<file path="src/rtl/secacc_pkg.sv">
package secacc_pkg;

   typedef enum logic [3:0] {
      RID_NONE,
      RID_SECCFG,
      RID_FPU,
      RID_NSLOCK,
      RID_SLOCK,
      RID_FAULT,
      RID_CSR,
      RID_KEY,
      RID_PAGE
   } rid_e;

   // group-protection bit positions (decoded by the rule checker)
   localparam int unsigned GRP_BITS  = 4;
   localparam int unsigned GRP_FPU   = 3;
   localparam int unsigned GRP_MEM   = 2;
   localparam int unsigned GRP_FAULT = 1;

   // byte offsets
   localparam int unsigned OFF_SECCFG = 'h00;
   localparam int unsigned OFF_FPU    = 'h08;
   localparam int unsigned OFF_NSLOCK = 'h0C;
   localparam int unsigned OFF_SLOCK  = 'h10;
   localparam int unsigned OFF_FAULT  = 'h14;
   localparam int unsigned OFF_CSR    = 'h18;
   localparam int unsigned OFF_KEY    = 'h1C;
   localparam int unsigned OFF_PAGE   = 'h20;

endpackage

</file>
<file path="src/rtl/secacc_decode.sv">
module secacc_decode
   import secacc_pkg::*;
#(
   parameter int unsigned ADDR_W   = 6,
   parameter int unsigned NUM_PAGE = 2,
   localparam int unsigned PIDX_W  = (NUM_PAGE > 1) ? $clog2(NUM_PAGE) : 1
) (
   input  logic [ADDR_W-1:0] addr,
   output rid_e              rid,
   output logic [PIDX_W-1:0] pidx
);

   localparam int unsigned TOP_OFF = OFF_PAGE + 4 * (NUM_PAGE - 1);

   generate
      if (TOP_OFF >= (1 << ADDR_W)) begin : g_bad_addr
         $error("ADDR_W too narrow for the page-protect registers");
      end
   endgenerate

   always_comb begin
      rid  = RID_NONE;
      pidx = '0;
      if      (addr == ADDR_W'(OFF_SECCFG)) rid = RID_SECCFG;
      else if (addr == ADDR_W'(OFF_FPU))    rid = RID_FPU;
      else if (addr == ADDR_W'(OFF_NSLOCK)) rid = RID_NSLOCK;
      else if (addr == ADDR_W'(OFF_SLOCK))  rid = RID_SLOCK;
      else if (addr == ADDR_W'(OFF_FAULT))  rid = RID_FAULT;
      else if (addr == ADDR_W'(OFF_CSR))    rid = RID_CSR;
      else if (addr == ADDR_W'(OFF_KEY))    rid = RID_KEY;
      else begin
         for (int i = 0; i < NUM_PAGE; i++) begin
            if (addr == ADDR_W'(OFF_PAGE + 4 * i)) begin
               rid  = RID_PAGE;
               pidx = PIDX_W'(i);
            end
         end
      end
   end

endmodule

</file>
<file path="src/rtl/secacc_rule.sv">
module secacc_rule
   import secacc_pkg::*;
(
   input  rid_e                rid,
   input  logic                write,
   input  logic                secure,
   input  logic                priv,
   input  logic                sec_en,
   input  logic [GRP_BITS-1:0] grp,
   output logic                allow,
   output logic                illegal
);

   logic sec_viol;
   logic priv_viol;
   logic silent;

   always_comb begin
      sec_viol  = 1'b0;
      priv_viol = 1'b0;
      silent    = 1'b0;
      unique case (rid)
         RID_SECCFG: begin
            silent   = !sec_en;
            sec_viol = sec_en && write && !secure;
         end
         RID_FPU: begin
            priv_viol = !priv;
            sec_viol  = sec_en && grp[GRP_FPU] && !secure;
         end
         RID_NSLOCK: priv_viol = !priv;
         RID_SLOCK: begin
            priv_viol = !priv;
            silent    = !sec_en;
            sec_viol  = sec_en && !secure;
         end
         RID_FAULT: sec_viol = sec_en && grp[GRP_FAULT] && !secure;
         RID_CSR, RID_KEY, RID_PAGE:
            sec_viol = sec_en && grp[GRP_MEM] && !secure;
         default: silent = 1'b1;
      endcase
      allow   = !(sec_viol || priv_viol || silent);
      illegal = sec_viol;
   end

endmodule

</file>
<file path="src/rtl/secacc_regs.sv">
module secacc_regs
   import secacc_pkg::*;
#(
   parameter int unsigned DATA_W      = 32,
   parameter int unsigned FPU_BITS    = 6,
   parameter logic [FPU_BITS-1:0] FPU_RST = 6'h1F,
   parameter int unsigned NSLOCK_BITS = 2,
   parameter int unsigned SLOCK_BITS  = 3,
   parameter int unsigned FAULT_BITS  = 4,
   parameter int unsigned CSR_BITS    = 2,
   parameter int unsigned KEY_BITS    = 8,
   parameter int unsigned PAGE_W      = 32,
   parameter int unsigned NUM_PAGE    = 2,
   localparam int unsigned PIDX_W     = (NUM_PAGE > 1) ? $clog2(NUM_PAGE) : 1
) (
   input  logic                clk,
   input  logic                rst_n,
   input  logic                we,
   input  rid_e                rid,
   input  logic [PIDX_W-1:0]   pidx,
   input  logic [DATA_W-1:0]   wdata,
   output logic [DATA_W-1:0]   rval,
   output logic [GRP_BITS-1:0] grp
);

   generate
      if (PAGE_W > DATA_W || FPU_BITS > DATA_W || KEY_BITS > DATA_W ||
          FAULT_BITS > DATA_W || GRP_BITS > DATA_W) begin : g_bad_width
         $error("a register is wider than the data bus");
      end
   endgenerate

   logic [GRP_BITS-1:0]    seccfg_q;
   logic [FPU_BITS-1:0]    fpu_q;
   logic [NSLOCK_BITS-1:0] nslock_q;
   logic [SLOCK_BITS-1:0]  slock_q;
   logic [FAULT_BITS-1:0]  fault_q;
   logic [CSR_BITS-1:0]    csr_q;
   logic [KEY_BITS-1:0]    key_q;
   logic [PAGE_W-1:0]      page_q [NUM_PAGE];

   always_ff @(posedge clk or negedge rst_n) begin
      if (!rst_n) begin
         seccfg_q <= '0;
         fpu_q    <= FPU_RST;
         nslock_q <= '0;
         slock_q  <= '0;
         fault_q  <= '0;
         csr_q    <= '0;
         key_q    <= '0;
      end else if (we) begin
         unique case (rid)
            RID_SECCFG: seccfg_q <= wdata[GRP_BITS-1:0];
            RID_FPU:    fpu_q    <= wdata[FPU_BITS-1:0];
            RID_NSLOCK: nslock_q <= nslock_q | wdata[NSLOCK_BITS-1:0];
            RID_SLOCK:  slock_q  <= slock_q | wdata[SLOCK_BITS-1:0];
            RID_FAULT:  fault_q  <= wdata[FAULT_BITS-1:0];
            RID_CSR:    csr_q    <= wdata[CSR_BITS-1:0];
            RID_KEY:    key_q    <= wdata[KEY_BITS-1:0];
            default: ;
         endcase
      end
   end

   // set-only page-protect registers, one per page bank
   generate
      for (genvar g = 0; g < NUM_PAGE; g++) begin : g_page
         always_ff @(posedge clk or negedge rst_n) begin
            if (!rst_n)
               page_q[g] <= '0;
            else if (we && rid == RID_PAGE && pidx == PIDX_W'(g))
               page_q[g] <= page_q[g] | wdata[PAGE_W-1:0];
         end
      end
   endgenerate

   always_comb begin
      rval = '0;
      unique case (rid)
         RID_SECCFG: rval = DATA_W'(seccfg_q);
         RID_FPU:    rval = DATA_W'(fpu_q);
         RID_NSLOCK: rval = DATA_W'(nslock_q);
         RID_SLOCK:  rval = DATA_W'(slock_q);
         RID_FAULT:  rval = DATA_W'(fault_q);
         RID_CSR:    rval = DATA_W'(csr_q);
         RID_PAGE:   rval = (int'(pidx) < NUM_PAGE) ? DATA_W'(page_q[pidx]) : '0;
         default:    rval = '0;   // key is write-only
      endcase
   end

   assign grp = seccfg_q;

   // lock bits never clear outside reset
   a_r8_nslock_sticky: assert property (@(posedge clk) disable iff (!rst_n)
      1'b1 |=> ((nslock_q & $past(nslock_q)) == $past(nslock_q)));
   a_r8_slock_sticky: assert property (@(posedge clk) disable iff (!rst_n)
      1'b1 |=> ((slock_q & $past(slock_q)) == $past(slock_q)));
   // the group register only changes on a permitted write
   a_r3_seccfg_guarded: assert property (@(posedge clk) disable iff (!rst_n)
      !(we && rid == RID_SECCFG) |=> $stable(seccfg_q));

endmodule

</file>
<file path="src/rtl/secacc_irq.sv">
module secacc_irq (
   input  logic clk,
   input  logic rst_n,
   input  logic illegal,
   input  logic irq_en,
   input  logic irq_clr,
   output logic ill_event,
   output logic irq
);

   always_ff @(posedge clk or negedge rst_n) begin
      if (!rst_n) begin
         ill_event <= 1'b0;
         irq       <= 1'b0;
      end else begin
         ill_event <= illegal;
         if (illegal && irq_en) irq <= 1'b1;
         else if (irq_clr)      irq <= 1'b0;
      end
   end

   // interrupt holds without a clear
   a_r10_irq_hold: assert property (@(posedge clk) disable iff (!rst_n)
      (irq && !irq_clr) |=> irq);
   // interrupt rises only together with an event
   a_r10_irq_rise: assert property (@(posedge clk) disable iff (!rst_n)
      $rose(irq) |-> ill_event);

endmodule

</file>
<file path="src/rtl/secacc_filter.sv">
module secacc_filter
   import secacc_pkg::*;
#(
   parameter int unsigned ADDR_W   = 6,
   parameter int unsigned DATA_W   = 32,
   parameter int unsigned NUM_PAGE = 2,
   localparam int unsigned PIDX_W  = (NUM_PAGE > 1) ? $clog2(NUM_PAGE) : 1
) (
   input  logic              clk,
   input  logic              rst_n,
   input  logic              sec_en,
   input  logic              bus_valid,
   input  logic              bus_write,
   input  logic [ADDR_W-1:0] bus_addr,
   input  logic [DATA_W-1:0] bus_wdata,
   input  logic              bus_secure,
   input  logic              bus_priv,
   output logic [DATA_W-1:0] bus_rdata,
   output logic              ill_event,
   input  logic              irq_en,
   input  logic              irq_clr,
   output logic              irq
);

   rid_e                rid;
   logic [PIDX_W-1:0]   pidx;
   logic                acc_allow;
   logic                acc_illegal;
   logic [DATA_W-1:0]   rval;
   logic [GRP_BITS-1:0] grp;

   secacc_decode #(.ADDR_W(ADDR_W), .NUM_PAGE(NUM_PAGE)) u_dec (
      .addr (bus_addr),
      .rid  (rid),
      .pidx (pidx)
   );

   secacc_rule u_rule (
      .rid     (rid),
      .write   (bus_write),
      .secure  (bus_secure),
      .priv    (bus_priv),
      .sec_en  (sec_en),
      .grp     (grp),
      .allow   (acc_allow),
      .illegal (acc_illegal)
   );

   secacc_regs #(.DATA_W(DATA_W), .NUM_PAGE(NUM_PAGE)) u_regs (
      .clk   (clk),
      .rst_n (rst_n),
      .we    (bus_valid && bus_write && acc_allow),
      .rid   (rid),
      .pidx  (pidx),
      .wdata (bus_wdata),
      .rval  (rval),
      .grp   (grp)
   );

   secacc_irq u_irq (
      .clk       (clk),
      .rst_n     (rst_n),
      .illegal   (bus_valid && acc_illegal),
      .irq_en    (irq_en),
      .irq_clr   (irq_clr),
      .ill_event (ill_event),
      .irq       (irq)
   );

   always_ff @(posedge clk or negedge rst_n) begin
      if (!rst_n)
         bus_rdata <= '0;
      else
         bus_rdata <= (bus_valid && !bus_write && acc_allow) ? rval : '0;
   end

   // refused reads come back as zero
   a_r1_refused_read_zero: assert property (@(posedge clk) disable iff (!rst_n)
      (bus_valid && !bus_write && !acc_allow) |=> (bus_rdata == '0));
   // events only follow non-secure requests while security is on
   a_r2_event_cause: assert property (@(posedge clk) disable iff (!rst_n)
      ill_event |-> $past(bus_valid && !bus_secure && sec_en));
   // a secure but unprivileged access is refused silently
   a_r6_priv_silent: assert property (@(posedge clk) disable iff (!rst_n)
      (bus_valid && bus_secure && !bus_priv &&
       (rid == RID_NSLOCK || rid == RID_SLOCK || rid == RID_FPU)) |=> !ill_event);
   // idle cycles leave zero on the read data
   a_r11_idle_zero: assert property (@(posedge clk) disable iff (!rst_n)
      !bus_valid |=> (bus_rdata == '0));

endmodule

</file>
<file path="config.mk">
export PLATFORM = sky130hd
export DESIGN_NAME = secacc_filter
export DESIGN_NICKNAME = d
export VERILOG_FILES = /design/src/rtl/secacc_pkg.sv /design/src/rtl/secacc_decode.sv /design/src/rtl/secacc_rule.sv /design/src/rtl/secacc_regs.sv /design/src/rtl/secacc_irq.sv /design/src/rtl/secacc_filter.sv
export SDC_FILE = /design/constraint.sdc
export NUM_CORES = 1
export LEC_CHECK = 0
export ABC_AREA = 1
export BUFFER_PORTS_ARGS = -buffer_cell sky130_fd_sc_hd__buf_2
export CORE_MARGIN = 5
export CORE_UTILIZATION = 51
export CTS_CLUSTER_SIZE = 40
export DETAILED_ROUTE_END_ITERATION = 6
export PLACE_DENSITY = 0.75
export SLEW_MARGIN = 10
export SYNTH_ARGS = -nofsm -noshare
export SYNTH_HDL_FRONTEND = slang
export SYNTH_HIERARCHICAL = 1
export SYNTH_SLANG_ARGS = --single-unit
</file>
<file path="constraint.sdc">
create_clock -name clk -period 1.89 [get_ports clk]
set_input_delay 0.0945 -clock clk [delete_from_list [all_inputs] [get_ports clk]]
set_output_delay 0.0945 -clock clk [all_outputs]
set_load 0.005 [all_outputs]
</file>
Word-level counts from Yosys, hierarchy flattened. Index checks and enable logic that the tools add are counted.

Register bits: 119. Input port bits: 47. Output and inout port bits: 34. Word-level logic and storage cells: 98.

Order comparisons: 1. Eq/ne operators: 16. Mux-type cells: 27. Bitwise gates (word level): 6. Reductions and logical operators: 37.

Operator list (count): 32-bit one-hot mux with 7 select lines (1); 32-bit two-way mux (4); 32-bit OR (2); 4-bit two-way mux (9); 6-bit by 5-bit equality test with 1-bit output, second input constant (4); 1-bit logical AND (18); 4-bit by 3-bit equality test with 1-bit output, second input constant (4); 6-bit by 4-bit equality test with 1-bit output, second input constant (2); 6-bit equality test, second input constant (2); 2-bit AND reduction (6); 1-bit two-way mux (11); 4-bit by 2-bit equality test with 1-bit output, second input constant (2); 6-bit logical NOT (1); 3-bit OR reduction (2); 6-bit OR reduction (1); 1-bit logical NOT (5); 1-bit one-hot mux with 5 select lines (1); 4-bit by 1-bit equality test with 1-bit output, second input constant (1); 4-bit equality test, second input constant (1); 3-bit OR (1); 2-bit greater-or-equal comparator, second input constant (1); 1-bit logical OR (2); 1-bit inverter with 2-bit output (1); 2-bit OR (1); 4 further kinds (4).

Longest topological paths before layout. Gate-level depths: netlist of the first run.

Depth in word-level cells: 19. Mapped depth: 19. Depth with buffers taken out: 19.

Modules after synthesis. Netlist of the first run, hierarchy kept.

By module, submodules not included: secacc_regs (instances 1, cells each 451, area each 3848.7 sq um, sequential area each 2133.3 sq um); secacc_filter (instances 1, cells each 105, area each 1201.2 sq um, sequential area each 800.8 sq um); secacc_rule (instances 1, cells each 40, area each 182.7 sq um, sequential area each 0.0 sq um); secacc_decode (instances 1, cells each 19, area each 105.1 sq um, sequential area each 0.0 sq um); secacc_irq (instances 1, cells each 6, area each 65.1 sq um, sequential area each 50.0 sq um).

Worst setup path after synthesis of the first run. OpenSTA, ideal clock, no wires.

Path type: input-to-reg. From: input bus_addr[1]. To: register u_regs.fault_q[1]. Library setup time: 0.123 ns. Arrival: 2.144 ns. Data required time: 1.767 ns. Slack: -0.377 ns. Stages on the path: 17. Buffers on the path: 1. Cell sequence: nor2_4 -> nand2_1 -> nor2_1 -> nor2_2 -> nand2_1 -> nand2_1 -> nand2_1 -> nand2_1 -> nor2_1 -> nand2_1 -> inv_1 -> nand2_1 -> nor2_1 -> inv_2 -> clkbuf_1 -> o21ai_0 -> nand2_1.

Elaborated cells on any way between the ends: 38. Classes of those cells: 16 x eq/ne; 12 x mux; 10 x reduce/logical.

RTL lines: from (decl) (RTL line secacc_filter.sv:14) `input logic [ADDR_W-1:0] bus_addr,`; 6-bit equality test (RTL line secacc_decode.sv:33) `if (addr == ADDR_W'(OFF_PAGE + 4 * i)) begin`; 4-bit two-way mux (RTL line secacc_decode.sv:33); 4-bit two-way mux (RTL line secacc_decode.sv:30) `else if (addr == ADDR_W'(OFF_KEY)) rid = RID_KEY;`; 4-bit two-way mux (RTL line secacc_decode.sv:29) `else if (addr == ADDR_W'(OFF_CSR)) rid = RID_CSR;`; 4-bit two-way mux (RTL line secacc_decode.sv:28) `else if (addr == ADDR_W'(OFF_FAULT)) rid = RID_FAULT;`; 4-bit two-way mux (RTL line secacc_decode.sv:27) `else if (addr == ADDR_W'(OFF_SLOCK)) rid = RID_SLOCK;`; 4-bit two-way mux (RTL line secacc_decode.sv:26) `else if (addr == ADDR_W'(OFF_NSLOCK)) rid = RID_NSLOCK;`; 4-bit two-way mux (RTL line secacc_decode.sv:25) `else if (addr == ADDR_W'(OFF_FPU)) rid = RID_FPU;`; [1 not listed]; via rid[1] (RTL line secacc_filter.sv:25) `rid_e rid;`; [1 not listed]; 3-bit OR reduction; 1-bit one-hot mux with 5 select lines or 1-bit two-way mux (tied branches); 1-bit logical OR (RTL line secacc_rule.sv:42) `allow = !(sec_viol || priv_viol || silent);`; 1-bit logical OR * (RTL line secacc_rule.sv:42); 1-bit logical NOT * (RTL line secacc_rule.sv:42); via acc_allow (RTL line secacc_filter.sv:27) `logic acc_allow;`; 1-bit logical AND * (RTL line secacc_filter.sv:52) `.we (bus_valid && bus_write && acc_allow),`; 2-bit AND reduction (no source line) *; to (signal assigned) (RTL line secacc_regs.sv:57) `RID_FAULT: fault_q <= wdata[FAULT_BITS-1:0];`; to (decl) (RTL line secacc_regs.sv:37) `logic [FAULT_BITS-1:0] fault_q;`.

The timed path passes the listed nets; every way through them passes the cells marked *. A chain may end at the register's enable or synchronous reset.

Worst setup path in the final report of the first run.
From: input bus_addr[1]. To: register u_regs.slock_q[1].

Elaborated cells on any way between the ends: 38. Classes of those cells: 16 x eq/ne; 12 x mux; 10 x reduce/logical.

RTL lines: 6-bit equality test (RTL line secacc_decode.sv:33); 4-bit two-way mux (RTL line secacc_decode.sv:33); 4-bit two-way mux (RTL line secacc_decode.sv:30); 4-bit two-way mux (RTL line secacc_decode.sv:29); 4-bit two-way mux (RTL line secacc_decode.sv:28); 4-bit two-way mux (RTL line secacc_decode.sv:27); 4-bit two-way mux (RTL line secacc_decode.sv:26); 4-bit two-way mux (RTL line secacc_decode.sv:25); [1 not listed]; via rid[2] (RTL line secacc_filter.sv:25); [1 not listed]; 3-bit OR reduction; 1-bit one-hot mux with 5 select lines or 1-bit two-way mux (tied branches); 1-bit logical OR (RTL line secacc_rule.sv:42); 1-bit logical OR * (RTL line secacc_rule.sv:42); 1-bit logical NOT * (RTL line secacc_rule.sv:42); via acc_allow (RTL line secacc_filter.sv:27); 1-bit logical AND * (RTL line secacc_filter.sv:52); 2-bit AND reduction (no source line) *; to (signal assigned) (RTL line secacc_regs.sv:56) `RID_SLOCK: slock_q <= slock_q | wdata[SLOCK_BITS-1:0];`; to (decl) (RTL line secacc_regs.sv:36) `logic [SLOCK_BITS-1:0] slock_q;`.

Marked as above.

==> results.yml, run 1 <==
final_layout:
  fillerInstances: 763
  num_antenna_cells: 0
  mostFrequentLayoutCells: "inv_1, dfrtp_1, nand2_1"
  multi_input_area_um2: 1890
  area_growth_pct: 32.8
  layout_commonest_cell: "inv_1"
  seqCellArea_um2: 2980
  design_area_um2: 7170
  nets: 810
  fin_cells: 912
  final_layout_size_suffix_gt1_frac: 0.264
timing:
  layout_worst_path_cycle_share: 0.905
  timing.hold.ws_ns: 0.0786
  worst-slew-pin-transition_ns: 0.481
  rsz0062_at_grt: "true"
  fin_skew_ns: 0.00629
  worst_slack_ns: 0.179
  period_minus_slack_ns: 1.71
  setup_viol: 0
  hold_violations: 0
  slew_headroom: 0.679
  finalMaxSlewViolations: 0
  fmax_mhz: 584
floorplan:
  ios: 81
  start_util: 0.523
  dieArea_um2: 12800
  die_w_um: 113
  num_rows: 37
  die_height_um: 113
  core_area_um2: 10300
clock_tree:
  clkSlewWorstSetupHoldPaths_ns: 0.06
  clk-insertion-delay-late_ns: 0.52
  clock-sinks: 119
  htreeDepth: 4
  cts_buffers: 17
  clock_path_buffers: 2
  cts_tree: "yes"
  post-cts-setup-buffers: 0
  root_buffer: "clkbuf_8"
global_routing:
  grt_overflow_total: 0
  antenna_found_initial: 0
  grt_pass1_wl_um: 21700
  busiest_layer: "met2"
  gr-usage-met2: 0.358
  grt_pass1_vias: 4619
  grt_max_degree: 43
  grtUsageMet3: 0.0476
  use_met1: 0.266
  grt.total_usage: 0.212
place:
  dp_hpwl_um: 8210
  place_ws_ns: -0.256
  place_area_um2: 6170
  dp.cells: 841
  port_buffers: 80
  place.gp.congestion: 0.871
pwr:
  netSwitchingPower_mw: 1.42
  ir_worst_vdd_mv: 0.515
  power_density_nw_per_um2: 873
  seqPwrFrac: 0.415
  p_leak_nw: 3.83
  p_comb_frac: 0.061
  switching_share: 0.227
  clkPwrFrac: 0.523
  internal_power_mw: 4.84
critical_path:
  critical_path.startpoint_type: "primary input"
  cp_num_buf_inv: 5
  timing.critical_path.required_ns: 2.29
  critical_path_class: "primary input to flip-flop"
  crit_slowest_cell: "inv_2"
  max_stage_delay_ns: 0.27
  crit_fanout: 19
  end_kind: "flip-flop"
  cp.arrival_ns: 2.12
  crit_chain: "buf_2, nor2_4, inv_2, nor3_4, inv_1, nor2_4, nand2_1, nand2_1, nand2_1, nand2_1, nor2_1, nand2_1, inv_1, nand2_1, nor2_4, inv_2, nor2_1, a21o_1"
  cp_common_cell: "nand2_1"
  critical-path-top-delay-family: "simple AND/OR/NAND/NOR gates"
synth:
  syn_inst: 621
  syn_area_per_cell_um2: 8.70
  synth_seq_area_share: 0.552
  synth_fp_nets: 668
  yosys_register_bits: 119
  netlist_area_um2: 5400
  synthDistinctLibCells: 26
  yosysWarnings: 6
routing:
  via_per_inst: 4.90
  wl_per_cell_um: 13.7
  num_vias: 4470
  drtAntennaViolNets: 0
  drtPass1Iterations: 5
  drt_iter0_markers: 305
  drc: 0
  wl_um: 12500
worst_hold_path:
  holdCritPathClass: "primary input to async pin"
flow_run:
  max-cap-violations: 0
outcome:
  outcome: "finished clean"
## per-stage QoR
stage / TNS, ns / total power, mW / utilization
4_1_cts: 0 / 6.32 / 0.694
2_1_floorplan: 0 / 2.78 / -
6_report: 0 / 6.26 / 0.695
3_3_place_gp: -4.68 / 2.96 / 0.598
5_1_grt: -0.000747 / 6.49 / 0.695
3_5_place_dp: -16.53 / 2.97 / 0.598
## synthesized netlist by cell type
library cell  instances  area share
nand3_1              24       0.022
inv_1               116       0.081
inv_2                 6      0.0042
o21ai_0              23       0.021
buf_1                 1     0.00069
nand2_1              87       0.060
dfrtp_1             114        0.53
nand4_1               1      0.0012
o211ai_1              1      0.0014
buf_2                11       0.010
nor2_2               32       0.037
a21o_1                4      0.0056
a21oi_1              26       0.024
buf_4                 1      0.0014
buf_6                 3      0.0063
nand3_2               3      0.0056
nor3_2                3      0.0056
dfstp_2               5       0.024
o21bai_1             34       0.047
nand3_4               1      0.0032
nor2_4                8       0.017
nor2_1               78       0.054
nor2_8                1      0.0037
nand2_2               4      0.0046
o21ai_1              29       0.027
clkbuf_1              5      0.0035
## kinds of logic after synthesis
kind of cell | after synthesis | synth area share
and+or+nand+nor | 242 | 0.214
AOI/OAI and AO/OA | 117 | 0.126
buffers and inverters | 143 | 0.107
DFF | 119 | 0.552
## path summary, 6_finish.rpt
check / slack (ns) / to / cells after the start / startpoint
worst min-delay path: 0.08 / u_irq/irq / 2 / rst_n
max in group asynchronous: 1.13 / u_regs/page_q[35] / 3 / rst_n
worst min register to register: 0.45 / u_regs/slock_q[2] / 2 / u_regs/slock_q[2]
min in group clk: 0.08 / u_irq/ill_event / 7 / sec_en
worst max-delay path: 0.18 / u_regs/slock_q[1] / 18 / bus_addr[1]
worst max register to register: 0.18 / u_regs/fpu_q[2] / 11 / u_regs/grp[1]
## timing repair
item,CTS,global route
hold buffers,38,0
hold endpoints to repair,183,0
resized for setup,0,1
endpoints found under the setup margin,0,6
## cell type report
class | count | area share
Timing Repair Buffer | 143 | 0.148
Tap cell | 136 | 0.0237
Clock inverter | 13 | 0.0237
Multi-Input combinational cell | 360 | 0.263
Clock buffer | 19 | 0.0616
Inverter | 122 | 0.0644
Sequential cell | 119 | 0.416
## sequential cells by signal, indices dropped and copies added, names as in the netlist
register         count
bus_rdata           32
u_regs/slock_q       3
u_regs/fault_q       4
u_regs/fpu_q         6
u_irq/irq            1
u_regs/grp           4
u_regs/csr_q         2
u_regs/nslock_q      2
u_regs/page_q       64
u_irq/ill_event      1
## power by group through the flow
| stage | registers (mW) | clock network (mW) | logic [mW] |
|---|---|---|---|
| global route | 2.60 | 3.46 | 0.432 |
| global placement | 2.64 | 0 | 0.315 |
| detailed placement | 2.64 | 0 | 0.327 |
| floorplan | 2.64 | 0 | 0.145 |
| CTS | 2.60 | 3.33 | 0.387 |
| finish | 2.60 | 3.28 | 0.385 |
## metal layers
layer | up-vias | share of wire
li1 | 2189 | -
met1 | 2130 | 0.43
met2 | 125 | 0.51
met3 | 26 | 0.046
met4 | 0 | 0.016
met5 | - | 0
No activity file was read; power rests on OpenSTA's default activity.
==> inputs of run 2 (changes only) <==
CORE_ASPECT_RATIO = 0.7   (was default)
CORE_UTILIZATION = 61   (was 51)
PLACE_DENSITY = 0.85   (was 0.75)
clock period = 2.2 ns   (was 1.89 ns; I/O delays follow)
==> results.yml, run 2 (synthesis gave the netlist of run 1 again) <==
global_routing:
  grt_pass1_wl_um: 22600
  antenna_found_initial: 0
  grt_max_degree: 74
  grt.total_usage: 0.277
  grt_pass1_vias: 4739
  grt_overflow_total: 0
timing:
  layout_worst_path_cycle_share: 0.939
  slew_headroom: 0.631
  period_minus_slack_ns: 2.07
  worst-slew-pin-transition_ns: 0.553
  hold_violations: 0
  setup_viol: 0
  timing.hold.ws_ns: 0.0295
  fin_skew_ns: 0.00923
  fmax_mhz: 484
  finalMaxSlewViolations: 0
final_layout:
  area_growth_pct: 28.8
  reg.largest.list: "u_regs/page_q (64), bus_rdata (32), u_regs/fpu_q (6)"
  largest_reg_flops: 64
  fillerInstances: 514
  seqCellArea_um2: 2980
  layout_commonest_cell: "inv_1"
  top_register: "u_regs/page_q"
  design_area_um2: 6960
  mostFrequentLayoutCells: "inv_1, dfrtp_1, nand2_1"
  fin_cells: 882
  num_antenna_cells: 0
  multi_input_area_um2: 1870
  final_layout_size_suffix_gt1_frac: 0.252
  nets: 796
floorplan:
  dieArea_um2: 10900
  die_height_um: 88.7
  num_rows: 28
  core_area_um2: 8550
  start_util: 0.632
  die_w_um: 122
  ios: 81
routing:
  via_per_inst: 5.25
  drtPass1Iterations: 5
  drc: 0
  drtAntennaViolNets: 0
  drt_iter0_markers: 537
  wl_um: 13900
  wl_per_cell_um: 15.8
  num_vias: 4630
critical_path:
  critical_path.startpoint_type: "primary input"
  cp.arrival_ns: 2.35
  critical_path_class: "primary input to flip-flop"
  crit_fanout: 19
  end_kind: "flip-flop"
  timing.critical_path.required_ns: 2.48
place:
  dp_hpwl_um: 8290
  place.gp.congestion: 0.826
  port_buffers: 80
  place_area_um2: 6040
  dp.cells: 817
clock_tree:
  cts_buffers: 17
  clock_path_buffers: 2
  htreeDepth: 4
  root_buffer: "clkbuf_16"
  post-cts-setup-buffers: 0
  clock-sinks: 119
  cts_tree: "yes"
  clk-insertion-delay-late_ns: 0.41
  clkSlewWorstSetupHoldPaths_ns: 0.05
pwr:
  power_density_nw_per_um2: 758
  p_leak_nw: 3.75
  ir_worst_vdd_mv: 0.620
  total_power_mw: 5.27
flow_run:
  max-cap-violations: 0
outcome:
  outcome: "finished clean"
worst_hold_path:
  holdCritPathClass: "primary input to flip-flop"
==> run 2: changes by cell type in the layout (fill, tap and decap cells not counted), sizes merged <==
cell and delta:
buf -8, clkbuf +3, clkinv +1, clkinvlp -2, dlygate4sd3 -6, inv -2
==> run 2: power by group <==
group,internal [mW],switching (mW),total [mW]
clock,1.80,0.927,2.72
combinational,0.121,0.194,0.316
sequential,2.22,0.0141,2.24
total,4.14,1.14,5.27
==> run 2: per-layer routing <==
metal  part of all wire  routed length, µm  GRT usage
met1               0.40               5600      0.340
met2               0.51               7040      0.486
met3              0.072               1000     0.0607
met4              0.021                293      0.107
met5                  0                  0          0
==> run 2: stage by stage <==
step	setup WS, ns	utilization	TNS [ns]
2_1_floorplan	0.0769	-	0
3_3_place_gp	-0.0405	0.706	-0.163
3_5_place_dp	-0.215	0.706	-7.45
4_1_cts	0.137	0.812	0
5_1_grt	-0.0463	0.814	-0.277
6_report	0.133	0.814	0
==> run 2: cell type report <==
type                    instances  area share
clock buffers                  22      0.0653
clock inverters                10      0.0183
inverters                     122      0.0658
multi-input cells             360       0.269
flip-flops and latches        119       0.429
well taps                     120      0.0216
repair buffers                129       0.131
==> run 2: worst paths after layout <==
path	depth (start not counted)	slack, ns	startpoint	end
worst max-delay path	18	0.13	bus_addr[1]	u_regs/fault_q[1]
worst min-delay path	3	0.03	bus_wdata[10]	u_regs/page_q[42]
worst max register to register	10	0.32	u_regs/grp[1]	u_regs/fault_q[1]
worst min register to register	1	0.46	u_regs/slock_q[1]	u_regs/slock_q[1]
max in group asynchronous	3	1.20	rst_n	u_regs/page_q[1]
min in group asynchronous	2	0.24	rst_n	bus_rdata[2]
==> run 2: critical path: stages <==
cell     delay [ns]
buf_2          0.11
nor2_4         0.17
inv_2          0.08
nor3_2         0.18
buf_4          0.17
nor2_2         0.06
nand2_1        0.13
nand2_1        0.07
nand2_1        0.07
nand2_1        0.06
nor2_1         0.19
nand2_1        0.08
inv_1          0.07
nand2_1        0.07
nor2_2         0.19
inv_2          0.20
o21ai_0        0.26
nand2_1        0.08
==> run 2: timing repair <==
| item | 4_1_cts | 5_1_grt |
|---|---|---|
| hold buffers | 32 | 0 |
| resized for setup | 0 | 3 |
| endpoints found under the hold margin | 89 | 0 |
| endpoints found under the setup margin | 0 | 64 |
